==> config.mk <==
export PLATFORM = sky130hd
export DESIGN_NAME = sdram_pwrup_seq
export DESIGN_NICKNAME = d
export VERILOG_FILES = /design/src/rtl/sdram_init_pkg.sv /design/src/rtl/init_span_timer.sv /design/src/rtl/init_mode_pack.sv /design/src/rtl/init_cmd_drive.sv /design/src/rtl/sdram_pwrup_seq.sv
export SDC_FILE = /design/constraint.sdc
export NUM_CORES = 1
export LEC_CHECK = 0
export CAP_MARGIN = 20
export CORE_AREA = 4 4 53 74
export DETAILED_ROUTE_END_ITERATION = 7
export DIE_AREA = 0 0 57 78
export GPL_TIMING_DRIVEN = 0
export PLACE_DENSITY = 0.86
export SLEW_MARGIN = 20
export SYNTH_ARGS = -nofsm -noshare
export SYNTH_HDL_FRONTEND = slang
export SYNTH_SLANG_ARGS = --single-unit
==> constraint.sdc <==
create_clock -name clk -period 2.4 [get_ports clk]
set_input_delay 0.48 -clock clk [delete_from_list [all_inputs] [get_ports clk]]
set_output_delay 0.48 -clock clk [all_outputs]
set_load 0.03 [all_outputs]
==> src/rtl/sdram_init_pkg.sv <==
package sdram_init_pkg;

   typedef enum logic [3:0] {
      ST_PWRUP,
      ST_PRE,
      ST_TRP,
      ST_REF,
      ST_TRFC,
      ST_LMR,
      ST_TMRD,
      ST_READY
   } init_state_t;

   typedef enum logic [1:0] {
      OP_NOP,
      OP_PRE,
      OP_REF,
      OP_LMR
   } init_op_t;

   // {cs_n, ras_n, cas_n, we_n}
   localparam logic [3:0] PINS_NOP = 4'b0111;
   localparam logic [3:0] PINS_PRE = 4'b0010;
   localparam logic [3:0] PINS_REF = 4'b0001;
   localparam logic [3:0] PINS_LMR = 4'b0000;

   localparam int MODE_W      = 12;
   localparam int PRE_ALL_BIT = 10;
   localparam int REF_NUM     = 2;

   function automatic init_op_t op_of_state(input init_state_t s);
      case (s)
         ST_PRE:  return OP_PRE;
         ST_REF:  return OP_REF;
         ST_LMR:  return OP_LMR;
         default: return OP_NOP;
      endcase
   endfunction

   function automatic int max_of(input int a, input int b);
      return (a > b) ? a : b;
   endfunction

endpackage

==> src/rtl/init_span_timer.sv <==
module init_span_timer #(
   parameter int CNT_W = 4
) (
   input  logic             clk,
   input  logic             rst,
   input  logic             clr,
   input  logic             inc,
   input  logic [CNT_W-1:0] limit,
   output logic             expired
);

   logic [CNT_W-1:0] count;

   assign expired = (count == limit);

   // saturates at the limit; cleared on phase change
   always_ff @(posedge clk) begin
      if (rst || clr) begin
         count <= '0;
      end else if (inc && !expired) begin
         count <= count + 1'b1;
      end
   end

endmodule

==> src/rtl/init_mode_pack.sv <==
module init_mode_pack import sdram_init_pkg::*; #(
   parameter int ROW_W = 13
) (
   input  logic [2:0]       burst_len,
   input  logic             burst_interleave,
   input  logic [2:0]       cas_lat,
   input  logic [1:0]       op_mode,
   input  logic             wr_single,
   output logic [ROW_W-1:0] mode_addr
);

   logic [MODE_W-1:0] core;

   // bits 11:10 are guard zeros
   assign core = {2'b00, wr_single, op_mode, cas_lat, burst_interleave, burst_len};

   generate
      if (ROW_W > MODE_W) begin : g_pad
         assign mode_addr = {{(ROW_W-MODE_W){1'b0}}, core};
      end else begin : g_exact
         assign mode_addr = core;
      end
   endgenerate

endmodule

==> src/rtl/init_cmd_drive.sv <==
module init_cmd_drive import sdram_init_pkg::*; #(
   parameter int ROW_W  = 13,
   parameter int BANK_W = 2
) (
   input  logic              clk,
   input  logic              rst,
   input  init_op_t          op,
   input  logic [ROW_W-1:0]  mode_addr,
   output logic [3:0]        pins,
   output logic [ROW_W-1:0]  addr,
   output logic [BANK_W-1:0] bank
);

   localparam logic [ROW_W-1:0] PRE_ADDR = {{(ROW_W-1){1'b0}}, 1'b1} << PRE_ALL_BIT;

   always_ff @(posedge clk) begin
      if (rst) begin
         pins <= PINS_NOP;
         addr <= '0;
         bank <= '0;
      end else begin
         bank <= '0;
         case (op)
            OP_PRE: begin
               pins <= PINS_PRE;
               addr <= PRE_ADDR;
            end
            OP_REF: begin
               pins <= PINS_REF;
               addr <= '0;
            end
            OP_LMR: begin
               pins <= PINS_LMR;
               addr <= mode_addr;
            end
            default: begin
               pins <= PINS_NOP;
               addr <= '0;
            end
         endcase
      end
   end

   // guard bits and bank must be zero on a mode load
   p_mode_guard_r5: assert property (@(posedge clk) disable iff (rst)
      (pins == PINS_LMR) |-> (addr[MODE_W-1:MODE_W-2] == 2'b00 && bank == '0));

endmodule

==> src/rtl/sdram_pwrup_seq.sv <==
module sdram_pwrup_seq import sdram_init_pkg::*; #(
   parameter int ROW_W     = 13,
   parameter int BANK_W    = 2,
   parameter int PWRUP_CYC = 13334,
   parameter int T_RP_CYC  = 3,
   parameter int T_RFC_CYC = 10,
   parameter int T_MRD_CYC = 2
) (
   input  logic              clk,
   input  logic              rst,
   input  logic              clk_stable,
   input  logic [2:0]        cfg_burst_len,
   input  logic              cfg_burst_interleave,
   input  logic [2:0]        cfg_cas_lat,
   input  logic [1:0]        cfg_op_mode,
   input  logic              cfg_wr_single,
   output logic              mem_cke,
   output logic              mem_cs_n,
   output logic              mem_ras_n,
   output logic              mem_cas_n,
   output logic              mem_we_n,
   output logic [ROW_W-1:0]  mem_addr,
   output logic [BANK_W-1:0] mem_bank,
   output logic              init_done
);

   localparam int SPAN_MAX = max_of(max_of(PWRUP_CYC, T_RP_CYC), max_of(T_RFC_CYC, T_MRD_CYC));
   localparam int CNT_W    = $clog2(SPAN_MAX + 1);
   localparam int TALLY_W  = $clog2(REF_NUM + 1);

   localparam logic [CNT_W-1:0]   LIM_PWRUP = CNT_W'(PWRUP_CYC - 1);
   localparam logic [CNT_W-1:0]   LIM_TRP   = CNT_W'(T_RP_CYC - 2);
   localparam logic [CNT_W-1:0]   LIM_TRFC  = CNT_W'(T_RFC_CYC - 2);
   localparam logic [CNT_W-1:0]   LIM_TMRD  = CNT_W'(T_MRD_CYC - 2);
   localparam logic [TALLY_W-1:0] LIM_REFS  = TALLY_W'(REF_NUM);

   generate
      if (ROW_W < MODE_W) begin : g_bad_row
         $error("ROW_W must hold the full mode word");
      end
      if (BANK_W < 1) begin : g_bad_bank
         $error("BANK_W must be at least 1");
      end
      if (PWRUP_CYC < 1) begin : g_bad_pwrup
         $error("PWRUP_CYC must be at least 1");
      end
      if (T_RP_CYC < 2 || T_RFC_CYC < 2 || T_MRD_CYC < 2) begin : g_bad_gap
         $error("recovery gaps must be at least 2 cycles");
      end
   endgenerate

   init_state_t      st, st_nx;
   logic [CNT_W-1:0] span_limit;
   logic             span_clr, span_exp;
   logic             tally_clr, tally_inc, tally_exp;
   logic [ROW_W-1:0] mode_addr;
   logic [3:0]       pins;

   // next-state logic
   always_comb begin
      st_nx = st;
      case (st)
         ST_PWRUP: if (clk_stable && span_exp) st_nx = ST_PRE;
         ST_PRE:   st_nx = ST_TRP;
         ST_TRP:   if (span_exp) st_nx = ST_REF;
         ST_REF:   st_nx = ST_TRFC;
         ST_TRFC:  if (span_exp) st_nx = tally_exp ? ST_LMR : ST_REF;
         ST_LMR:   st_nx = ST_TMRD;
         ST_TMRD:  if (span_exp) st_nx = ST_READY;
         ST_READY: st_nx = ST_READY;
         default:  st_nx = ST_PWRUP;
      endcase
   end

   always_comb begin
      case (st)
         ST_PWRUP: span_limit = LIM_PWRUP;
         ST_TRP:   span_limit = LIM_TRP;
         ST_TRFC:  span_limit = LIM_TRFC;
         ST_TMRD:  span_limit = LIM_TMRD;
         default:  span_limit = '0;
      endcase
   end

   assign span_clr  = (st_nx != st) || (st == ST_PWRUP && !clk_stable);
   assign tally_clr = (st == ST_PWRUP);
   assign tally_inc = (st == ST_REF);

   always_ff @(posedge clk) begin
      if (rst) begin
         st        <= ST_PWRUP;
         init_done <= 1'b0;
      end else begin
         st <= st_nx;
         if (st_nx == ST_READY) init_done <= 1'b1;
      end
   end

   init_span_timer #(.CNT_W(CNT_W)) span_i (
      .clk     (clk),
      .rst     (rst),
      .clr     (span_clr),
      .inc     (1'b1),
      .limit   (span_limit),
      .expired (span_exp)
   );

   init_span_timer #(.CNT_W(TALLY_W)) tally_i (
      .clk     (clk),
      .rst     (rst),
      .clr     (tally_clr),
      .inc     (tally_inc),
      .limit   (LIM_REFS),
      .expired (tally_exp)
   );

   init_mode_pack #(.ROW_W(ROW_W)) pack_i (
      .burst_len        (cfg_burst_len),
      .burst_interleave (cfg_burst_interleave),
      .cas_lat          (cfg_cas_lat),
      .op_mode          (cfg_op_mode),
      .wr_single        (cfg_wr_single),
      .mode_addr        (mode_addr)
   );

   init_cmd_drive #(.ROW_W(ROW_W), .BANK_W(BANK_W)) drive_i (
      .clk       (clk),
      .rst       (rst),
      .op        (op_of_state(st_nx)),
      .mode_addr (mode_addr),
      .pins      (pins),
      .addr      (mem_addr),
      .bank      (mem_bank)
   );

   assign mem_cke = 1'b1;
   assign {mem_cs_n, mem_ras_n, mem_cas_n, mem_we_n} = pins;

   p_single_cmd_r7: assert property (@(posedge clk) disable iff (rst)
      (pins != PINS_NOP) |=> (pins == PINS_NOP));

   p_wait_nop_r2: assert property (@(posedge clk) disable iff (rst)
      (st == ST_PWRUP && !clk_stable) |=> (pins == PINS_NOP));

   p_pre_first_r3: assert property (@(posedge clk) disable iff (rst)
      (pins == PINS_PRE) |-> (!tally_exp && !init_done));

   p_done_sticky_r6: assert property (@(posedge clk) disable iff (rst)
      init_done |=> init_done);

   p_done_after_refs_r4: assert property (@(posedge clk) disable iff (rst)
      $rose(init_done) |-> tally_exp);

endmodule

==> load_flow_metrics.sql <==
INSERT INTO impl_metrics (metric_group, metric, value, unit) VALUES
('global_route', 'antenna_found_initial', '0', ''),
('global_route', 'first_global_vias', '1301', ''),
('logic_synthesis', 'postSynthRegisterBits', '35', ''),
('setup_path', 'cp_slowest_stage_delay', '460', 'ps'),
('pwr', 'switching_share', '21.4', '%'),
('pwr', 'intPower', '0.932', 'mW'),
('clocking', 'clock_tree.buffer_depth', '2', ''),
('floorplanning', 'die-area', '4450', 'µm²'),
('setup_path', 'r2r.worst_path.cells', '7', ''),
('pwr', 'design_power_total', '1.19', 'mW'),
('logic_synthesis', 'synthesis.instances', '174', ''),
('placement', 'dp_hpwl', '2340', 'µm'),
('pwr', 'vdd_ir_drop_max', '424', 'µV'),
('timing', 'totalNegativeSetupSlack', '0', 'ps'),
('floorplanning', 'num_rows', '25', ''),
('routing', 'drc', '0', ''),
('pwr', 'power.static_leakage', '0.795', 'nW'),
('floorplanning', 'dieHeight', '78', 'µm'),
('pwr', 'p_seq_share', '49.4', '%'),
('finish', 'diodes', '0', ''),
('clocking', 'cts_hold_buffers', '0', ''),
('min_path', 'holdCritPathClass', 'flip-flop to flip-flop', ''),
('clocking', 'clkSlewWorstSetupHoldPaths', '70', 'ps'),
('clocking', 'post-cts-setup-buffer-count', '0', ''),
('clocking', 'post_cts.resized_instances', '0', ''),
('finish', 'layout.nets', '228', ''),
('logic_synthesis', 'yosysWarningCount', '0', ''),
('pwr', 'power-per-cell-area', '591', 'nW/µm²'),
('placement', 'place.detailed.instances', '246', ''),
('logic_synthesis', 'synth-async-reset-ratio', '0', '%'),
('clocking', 'clock_sink_count', '35', ''),
('timing', 'setup_repair_after_global_routing_missed_its_margin', 'no', ''),
('finish', 'layout.cells.non_filler', '254', ''),
('setup_path', 'crit_path_end_kind', 'flip-flop', ''),
('clocking', 'numCtsBuffers', '5', ''),
('logic_synthesis', 'yosys.cell_types.count', '40', ''),
('setup_path', 'crit_path_end', 'drive_i.addr[5]', ''),
('logic_synthesis', 'yosys_most_used_dff', 'dfxtp_1', ''),
('logic_synthesis', 'synth_top_area_share', '45.1', '%'),
('status', 'outcome', 'completed', ''),
('placement', 'place.gp.congestion', '0.790', ''),
('timing', 'fmax', '475', 'MHz'),
('routing', 'totalWireLength', '3110', 'µm'),
('logic_synthesis', 'syn_avg_cell_area', '8.93', 'µm²'),
('finish', 'area_growth', '29.1', '%'),
('finish', 'drive_gt1_share', '9.81', '%'),
('timing', 'report.final.slew_viol_count', '0', ''),
('floorplanning', 'top_level_ports', '34', ''),
('setup_path', 'critical_path.reg2reg.startpoint', 'span_i.count[4]', ''),
('routing', 'drt_pre_antenna_iters', '4', ''),
('pwr', 'power_switching', '0.254', 'mW'),
('timing', 'postLayoutSetupSlackWorst', '296', 'ps'),
('logic_synthesis', 'synth_area_leaders', 'dfxtp_1, xor2_1, nor2_1', ''),
('timing', 'final.period_utilization', '87.7', '%'),
('routing', 'via_count', '1279', ''),
('clocking', 'clock_tree.root_cell', 'clkbuf_8', ''),
('finish', 'utilization', '60.5', '%'),
('placement', 'pre_cts_ws', '0.736', 'ps'),
('routing', 'antenna_violating_nets_post_route', '0', ''),
('logic_synthesis', 'syn_area', '1550', 'µm²'),
('timing', 'final_hold_viol_count', '0', ''),
('floorplanning', 'floorplan.core_area', '3320', 'µm²'),
('setup_path', 'crit_path_top_delay_cell', 'o221ai_1', ''),
('timing', 'period_minus_slack', '2100', 'ps'),
('setup_path', 'worst-endpoint-required', '2580', 'ps'),
('global_route', 'grt_start_max_net_pins', '13', ''),
('routing', 'post_drt_via_cell_ratio', '5.04', ''),
('global_route', 'grt-ovfl-total', '0', ''),
('global_route', 'grt_first_pass_wirelength', '5700', 'µm'),
('placement', 'number_of_port_buffers', '27', ''),
('setup_path', 'setup.worst_path.class', 'primary input to flip-flop', '');
==> cell type report <==
class,count,area [µm²]
Buffer,16,108
Clock buffer,5,68.8
Clock inverter,3,43.8
Fill cell,309,1310
Inverter,5,18.8
Multi-Input combinational cell,123,746
Sequential cell,35,701
Tap cell,40,50.0
Timing Repair Buffer,27,270
==> Yosys cell counts (5+ instances only) <==
cell type / n
nor2_1: 22
buf_4: 6
inv_1: 5
xor2_1: 11
nand2_1: 8
clkbuf_1: 5
and3_1: 5
and2_1: 10
nand3_1: 8
dfxtp_1: 35
nor3_1: 7
==> layer usage <==
layer | track usage [%] | vias up | part of all wire (%)
li1 | - | 657 | -
met1 | 17.3 | 597 | 38
met5 | 0 | - | 0
met2 | 28.5 | 17 | 56
met4 | 7.66 | 0 | 2.3
met3 | 4.33 | 8 | 2.9
==> state kept, by name, summed over array words and instances, names as in the netlist <==
signal / cells
drive_i.addr: 11
drive_i.pins: 3
init_done: 1
span_i.count: 14
st: 4
tally_i.count: 2
==> worst min-delay path by stage <==
stage / slack [ps] / end / cells after the start / start
after floorplan: 480 / tally_i.count[0] / 2 / tally_i.count[0]
after global placement: 430 / init_done / 2 / init_done
after detailed placement: 440 / init_done / 2 / init_done
after CTS: 450 / init_done / 2 / init_done
after global routing: 480 / init_done / 2 / init_done
final: 450 / init_done / 2 / init_done
==> stage by stage <==
step	cell area, µm²	hold slack [ps]
2_1_floorplan	1570	478
3_3_place_gp	1890	433
3_5_place_dp	1890	437
4_1_cts	2010	448
5_1_grt	2010	484
6_report	2010	447
==> layout by cell type, fill, tap and decap left out, types with 4 or more instances in the layout <==
cell,n
clkdlybuf4s50_1,27
clkbuf_1,5
xor2_1,11
nand2b_1,4
nor3_1,7
dfxtp_1,35
conb_1,7
buf_4,6
nand3_1,8
o21ai_0,4
and2_1,10
clkbuf_8,5
nand2_1,8
and3_1,5
a21oi_1,4
nor2_1,22
inv_1,5
==> power by group through the flow <==
stage	registers, mW	clock network, mW	logic (mW)
floorplan	0.600	0	0.0487
global placement	0.599	0	0.0772
detailed placement	0.599	0	0.0780
CTS	0.585	0.539	0.0786
global route	0.586	0.565	0.0857
finish	0.585	0.521	0.0789
==> tightest hold or removal path, cell delays in order, from the launching register on <==
cell and delay (ps):
dfxtp_1 310, inv_1 50, a21oi_1 50
==> logic make-up (layout without fill, tap and decap cells) <==
group,Yosys count,in the layout,share of synthesized area [%]
adder cells (fa/ha/maj),2,2,1.61
XOR/XNOR,13,13,7.33
AO/OA/AOI/OAI,20,20,9.26
AND/OR/NAND/NOR,80,80,27.4
other,2,7,0.483
flip-flops,35,35,45.1
buffers and inverters,21,56,8.13
multiplexers,1,1,0.725
Note: power is estimated with default switching activity, not from simulation.
